[src/rtl/cmdbuf_pkg.sv]
package cmdbuf_pkg;

    localparam int CB_DATA_W = 22;
    localparam int CB_SEL_W  = 2;
    localparam int CB_CTL_GROUPS = 3;

    // One slot of the parity pipeline
    typedef struct packed {
        logic act;   // word carried an active select
        logic sum;   // running XOR for that word
    } cb_par_stage_t;

    // Odd parity: the flag is active low, so it is high when the total XOR is 1
    function automatic logic cb_flag_level(input logic total_xor);
        return total_xor;
    endfunction

    function automatic logic cb_any_sel(input logic [CB_SEL_W-1:0] sel);
        return |sel;
    endfunction

endpackage

[src/rtl/cmdbuf_ctl_reg.sv]
module cmdbuf_ctl_reg #(
    parameter int W = 2,
    parameter int GROUPS = 3
) (
    input  logic                    clk,
    input  logic                    rst,
    input  logic [GROUPS-1:0][W-1:0] d,
    output logic [GROUPS-1:0][W-1:0] q
);

    for (genvar g = 0; g < GROUPS; g++) begin : g_grp
        always_ff @(posedge clk) begin
            if (rst) q[g] <= '0;
            else     q[g] <= d[g];
        end
    end

    // control groups follow their inputs every cycle, never gated
    a_r2_ctl_follow: assert property (@(posedge clk) disable iff (rst)
        !$past(rst) |-> q == $past(d));

endmodule

[src/rtl/cmdbuf_data_reg.sv]
module cmdbuf_data_reg #(
    parameter int W = 22
) (
    input  logic         clk,
    input  logic         rst,
    input  logic         gate_en,
    input  logic         sel_any,
    input  logic [W-1:0] d,
    output logic [W-1:0] q
);

    logic load;
    assign load = !gate_en || sel_any;

    always_ff @(posedge clk) begin
        if (rst)       q <= '0;
        else if (load) q <= d;
    end

    // loads on a selected word or whenever gating is off
    a_r1_data_load: assert property (@(posedge clk) disable iff (rst)
        (!$past(rst) && (!$past(gate_en) || $past(sel_any))) |-> q == $past(d));

    // frozen while gated and unselected
    a_r3_data_hold: assert property (@(posedge clk) disable iff (rst)
        (!$past(rst) && $past(gate_en) && !$past(sel_any)) |-> $stable(q));

endmodule

[src/rtl/cmdbuf_parity.sv]
module cmdbuf_parity
    import cmdbuf_pkg::*;
#(
    parameter int W = 22,
    parameter int SEL_W = 2
) (
    input  logic             clk,
    input  logic             rst,
    input  logic [W-1:0]     d,
    input  logic [SEL_W-1:0] sel,
    input  logic             par_in,
    output logic             err_n
);

    cb_par_stage_t st_data;   // word captured
    cb_par_stage_t st_par;    // parity bit folded in

    always_ff @(posedge clk) begin
        if (rst) begin
            st_data <= '0;
            st_par  <= '0;
            err_n   <= 1'b1;
        end else begin
            st_data.act <= |sel;
            st_data.sum <= ^d;
            st_par.act  <= st_data.act;
            st_par.sum  <= st_data.sum ^ par_in;
            err_n       <= st_par.act ? cb_flag_level(st_par.sum) : 1'b1;
        end
    end

    // no select two edges back keeps the flag high
    a_r6_idle_clear: assert property (@(posedge clk) disable iff (rst)
        (!$past(rst) && !$past(rst, 2) && !$past(rst, 3) && ($past(sel, 3) == '0))
        |-> err_n);

    // selected word with even total parity pulls the flag low
    a_r5_flag_low: assert property (@(posedge clk) disable iff (rst)
        (!$past(rst) && !$past(rst, 2) && !$past(rst, 3) && ($past(sel, 3) != '0)
         && (((^$past(d, 3)) ^ $past(par_in, 2)) == 1'b0))
        |-> !err_n);

endmodule

[src/rtl/cmdbuf_top.sv]
module cmdbuf_top
    import cmdbuf_pkg::*;
#(
    parameter int DATA_W = CB_DATA_W,
    parameter int SEL_W  = CB_SEL_W
) (
    input  logic              clk,
    input  logic              rst,
    input  logic              gate_en,
    input  logic [DATA_W-1:0] d_data,
    input  logic [SEL_W-1:0]  d_cs,
    input  logic [SEL_W-1:0]  d_cke,
    input  logic [SEL_W-1:0]  d_odt,
    input  logic              par_in,
    output logic [DATA_W-1:0] q_data_a,
    output logic [DATA_W-1:0] q_data_b,
    output logic [SEL_W-1:0]  q_cs_a,
    output logic [SEL_W-1:0]  q_cs_b,
    output logic [SEL_W-1:0]  q_cke_a,
    output logic [SEL_W-1:0]  q_cke_b,
    output logic [SEL_W-1:0]  q_odt_a,
    output logic [SEL_W-1:0]  q_odt_b,
    output logic              err_n
);

    localparam int GROUPS = CB_CTL_GROUPS;

    logic [GROUPS-1:0][SEL_W-1:0] ctl_d, ctl_q;
    logic [DATA_W-1:0]            data_q;
    logic                         sel_any;

    assign sel_any  = cb_any_sel(d_cs);
    assign ctl_d[0] = d_cs;
    assign ctl_d[1] = d_cke;
    assign ctl_d[2] = d_odt;

    cmdbuf_ctl_reg #(.W(SEL_W), .GROUPS(GROUPS)) u_ctl (
        .clk (clk),
        .rst (rst),
        .d   (ctl_d),
        .q   (ctl_q)
    );

    cmdbuf_data_reg #(.W(DATA_W)) u_data (
        .clk     (clk),
        .rst     (rst),
        .gate_en (gate_en),
        .sel_any (sel_any),
        .d       (d_data),
        .q       (data_q)
    );

    cmdbuf_parity #(.W(DATA_W), .SEL_W(SEL_W)) u_par (
        .clk    (clk),
        .rst    (rst),
        .d      (d_data),
        .sel    (d_cs),
        .par_in (par_in),
        .err_n  (err_n)
    );

    // Fan each register out to both copies
    assign q_data_a = data_q;
    assign q_data_b = data_q;
    assign q_cs_a   = ctl_q[0];
    assign q_cs_b   = ctl_q[0];
    assign q_cke_a  = ctl_q[1];
    assign q_cke_b  = ctl_q[1];
    assign q_odt_a  = ctl_q[2];
    assign q_odt_b  = ctl_q[2];

    // the first edge after reset shows cleared outputs and a high flag
    a_r8_reset_clear: assert property (@(posedge clk) disable iff (rst)
        $past(rst) |-> (err_n && q_data_a == '0 && q_cs_a == '0
                        && q_cke_b == '0 && q_odt_b == '0));

endmodule

[config.mk]
export PLATFORM = sky130hd
export DESIGN_NAME = cmdbuf_top
export DESIGN_NICKNAME = d
export VERILOG_FILES = /design/src/rtl/cmdbuf_pkg.sv /design/src/rtl/cmdbuf_ctl_reg.sv /design/src/rtl/cmdbuf_data_reg.sv /design/src/rtl/cmdbuf_parity.sv /design/src/rtl/cmdbuf_top.sv
export SDC_FILE = /design/constraint.sdc
export NUM_CORES = 1
export LEC_CHECK = 0
export ABC_AREA = 1
export BUFFER_PORTS_ARGS = -buffer_cell sky130_fd_sc_hd__buf_2
export CAP_MARGIN = 15
export CORE_UTILIZATION = 40
export CTS_BUF_LIST = sky130_fd_sc_hd__clkbuf_4 sky130_fd_sc_hd__clkbuf_8
export CTS_CLUSTER_DIAMETER = 120
export DETAILED_ROUTE_END_ITERATION = 10
export HOLD_SLACK_MARGIN = 0.08
export PLACE_DENSITY = 0.79
export SLEW_MARGIN = 40
export SYNTH_ARGS = -nofsm -noshare
export SYNTH_HDL_FRONTEND = slang
export SYNTH_HIERARCHICAL = 1
export SYNTH_SLANG_ARGS = --single-unit
[constraint.sdc]
create_clock -name clk -period 2.12 [get_ports clk]
set_input_delay 0.106 -clock clk [delete_from_list [all_inputs] [get_ports clk]]
set_output_delay 0.106 -clock clk [all_outputs]
set_load 0.01 [all_outputs]
==> impl_results.md <==
* GR Util All Layers at ~17%
* Hold/Removal Path Class: in2reg
* Worst slew pin tran at 0.727 ns
* Die area at a little over 5000 um2
* Seq/Total Area, Yosys at between 30% and 40%
* Total power at approximately 1.5 mW
* #FFs+latches synth at 33
* Worst EP required at 2.29 ns
* Setup Fix Bufs, Post-CTS at 0
* Minimum clock period at ~1.6 ns
* Top-level port count at 89
* FP Rows at 24
* Distinct cells, synth at 15
* Ys flop type: dfxtp_1
* Num CTS Buffers at 5
* Area contributors post-synth: dfxtp_1 (35%), nand2_1 (16%), buf_4 (12%), nor2_1 (12%), inv_1 (9.5%)
* Final setup viols at 0
* Port Buffers at 88
* Post-synth top area share at between 30% and 40%
* Maximum clock path buffer count at 2
* Core Area at 4470 um2
* WL/cell at around 9.5 um
* Outcome: finished, violations left
* Highest clock rate at 616 MHz
* Drt total wl at around 4000 um
* Crit path DAT at 1.80 ns
* Post-Layout Cell Count at roughly 420
* Switch share at 30.2%
* Worst-path cell chain: dlygate4sd3_1 -> buf_2 -> inv_1 -> nand2_1 -> inv_1 -> nand3_1 -> nand2_1 -> nor2_1
* Worst VDD drop at between 300 and 400 uV
* Htree depth at 2
* Combinational power share at between 20% and 30%
* Synth Instances at 303
* Most common cell in the netlist: nand2_1
* Synth Warn # at 6
* Dpl cells at slightly above 400
* Slew headroom at between 50% and 60%
* Cell area after synthesis at around 1900 um2
* RePlAce Congestion at 0.712
* Max-Cap Viols at 0
* Post-Layout Inst Area at 2310 um2
* Final ANT Viol Nets at 0
* Clock transition at path regs at 0.06 ns
* Core Util, Final at 51.7%
* Worst-case clock skew at about 0.007 ns
* EDFF count, synth at 0
* Sw power at around 0.46 mW
* Drt first pass iters at 9
* Die X at slightly above 70 um
* Hold_buf cts at 7
* GRT overflow at 0
* Initial antenna violation count at 0
* Fin crit share at between 70% and 80%
* Dominant cell type by area after synthesis: dfxtp_1
* Global-route wire length before repair at ~6600 um
* Syn_area_per_cell at ~6.3 um2
* Largest net degree at the start of global routing at 24
* Mapped Nets at 335
* Post-synth top cells: nand2_1 (81), nor2_1 (59), inv_1 (48), dfxtp_1 (33), buf_4 (30)
* Root Driver: clkbuf_8
* Placement Cell Area at around 2200 um2
* P_int at between 1 and 1.5 mW
* Final hold viol count at 0
* Fin nets at 401
* Vias in the first global route at about 1500
* Post-synth ARST share at 0%
* DR vias at 1844
* Hpwl dp at 2820 um
* RSZ-0062 raised after global routing: no
* Failing checks: design-rule violations
* Crit path capture type: register
* Residual DRC at 7
* Flop pwr share at between 40% and 50%
* Slowest cell on the critical path: inv_1
* TritonCTS Sinks at 33
* Post-cts resize count at 0
* Layout cell share with drive strength beyond 1 at 27.6%
* Pleak at ~1.4 nW
* Die H at between 70 and 80 um
* Crit start category: input port
* PwrDens at about 660 nW/um2
* Worst-Skew Late Latency at approximately 0.28 ns
* Starting density of the core at 42.5%
* DRT iter0 DRCs at ~130
* Antenna Cells at 0
* Worst setup path class: in2reg
* CTS tree: built
* Total negative slack at 0 ns
* Post-DR vias/cell at 4.37
* Clock power share at a little under a third
* Synth-to-layout area growth at 21.5%
* CP peak stage delay at approximately 0.56 ns
* Slew Limit Fails at 0
* Largest fanout on the critical path at 22
per-stage QoR:
step	hold WS, ns	worst slack [ns]
final	0.0898	0.496
after CTS	0.0800	0.540
after global placement	0.305	0.809
after floorplan	0.177	1.26
after global routing	0.107	0.340
after detailed placement	0.315	0.784
kinds of logic after synthesis:
logic type | count (synthesis) | synth area share (%)
DFF | 33 | 34.7
buffers and inverters | 86 | 23.1
and+or+nand+nor | 173 | 37.1
xor gates and xnor gates | 11 | 5.06
sequential cells by signal, indices dropped and copies added (netlist names):
signal and flops:
u_ctl/q 6, u_data/q 22, u_par/err_n 1, u_par/st_data 2, u_par/st_par 2
final cells by class:
type	count	area (um2)
Tap cell	52	65.1
Multi-Input combinational cell	184	802
Clock inverter	2	10.0
Fill cell	450	2160
Timing Repair Buffer	95	510
Clock buffer	6	76.3
Inverter	50	188
Sequential cell	33	661
final timing paths:
kind	startpoint	endpoint	slack [ns]	cells past startpoint
setup / recovery	d_cs[1]	u_data/q[2]$_SDFFE_PP0P_	0.50	8
hold / removal	d_data[3]	u_data/q[3]$_SDFFE_PP0P_	0.09	3
setup reg to reg	u_data/q[20]$_SDFFE_PP0P_	u_data/q[20]$_SDFFE_PP0P_	1.41	4
hold reg to reg	u_par/st_par[1]$_SDFF_PP0_	u_par/err_n$_SDFF_PP1_	0.39	1
placed cells by master (no fill, tap or decap):
master,n
nand3b_1,2
dfxtp_1,33
dlygate4sd3_1,7
nand2_2,2
nor2_2,1
clkinv_2,2
clkbuf_4,1
nand2_1,81
clkbuf_8,5
nor2_1,59
buf_2,88
xor2_1,4
nor2_4,1
nand3_1,27
inv_2,2
xnor2_1,7
inv_1,48
power by group through the flow:
stage          Combinational (mW)  Sequential, mW  Clock, mW
2_1_floorplan               0.240           0.720          0
3_3_place_gp                0.343           0.702          0
3_5_place_dp                0.350           0.704          0
4_1_cts                     0.361           0.690      0.482
5_1_grt                     0.411           0.694      0.500
6_report                    0.360           0.689      0.466
critical path: cells and delay by family:
kind	cells	cell delay, ns
AND/OR/NAND/NOR	4	0.39
buffers and inverters	4	1.29
per-layer routing:
layer  global-route usage, %  vias up  wire, um
li1                        -      986         -
met1                    20.2      790      1870
met2                    29.0       66      1890
met3                    2.99        2       222
met4                    6.67        0        17
met5                       0        -         0
Power figures use the tool's default switching activity.
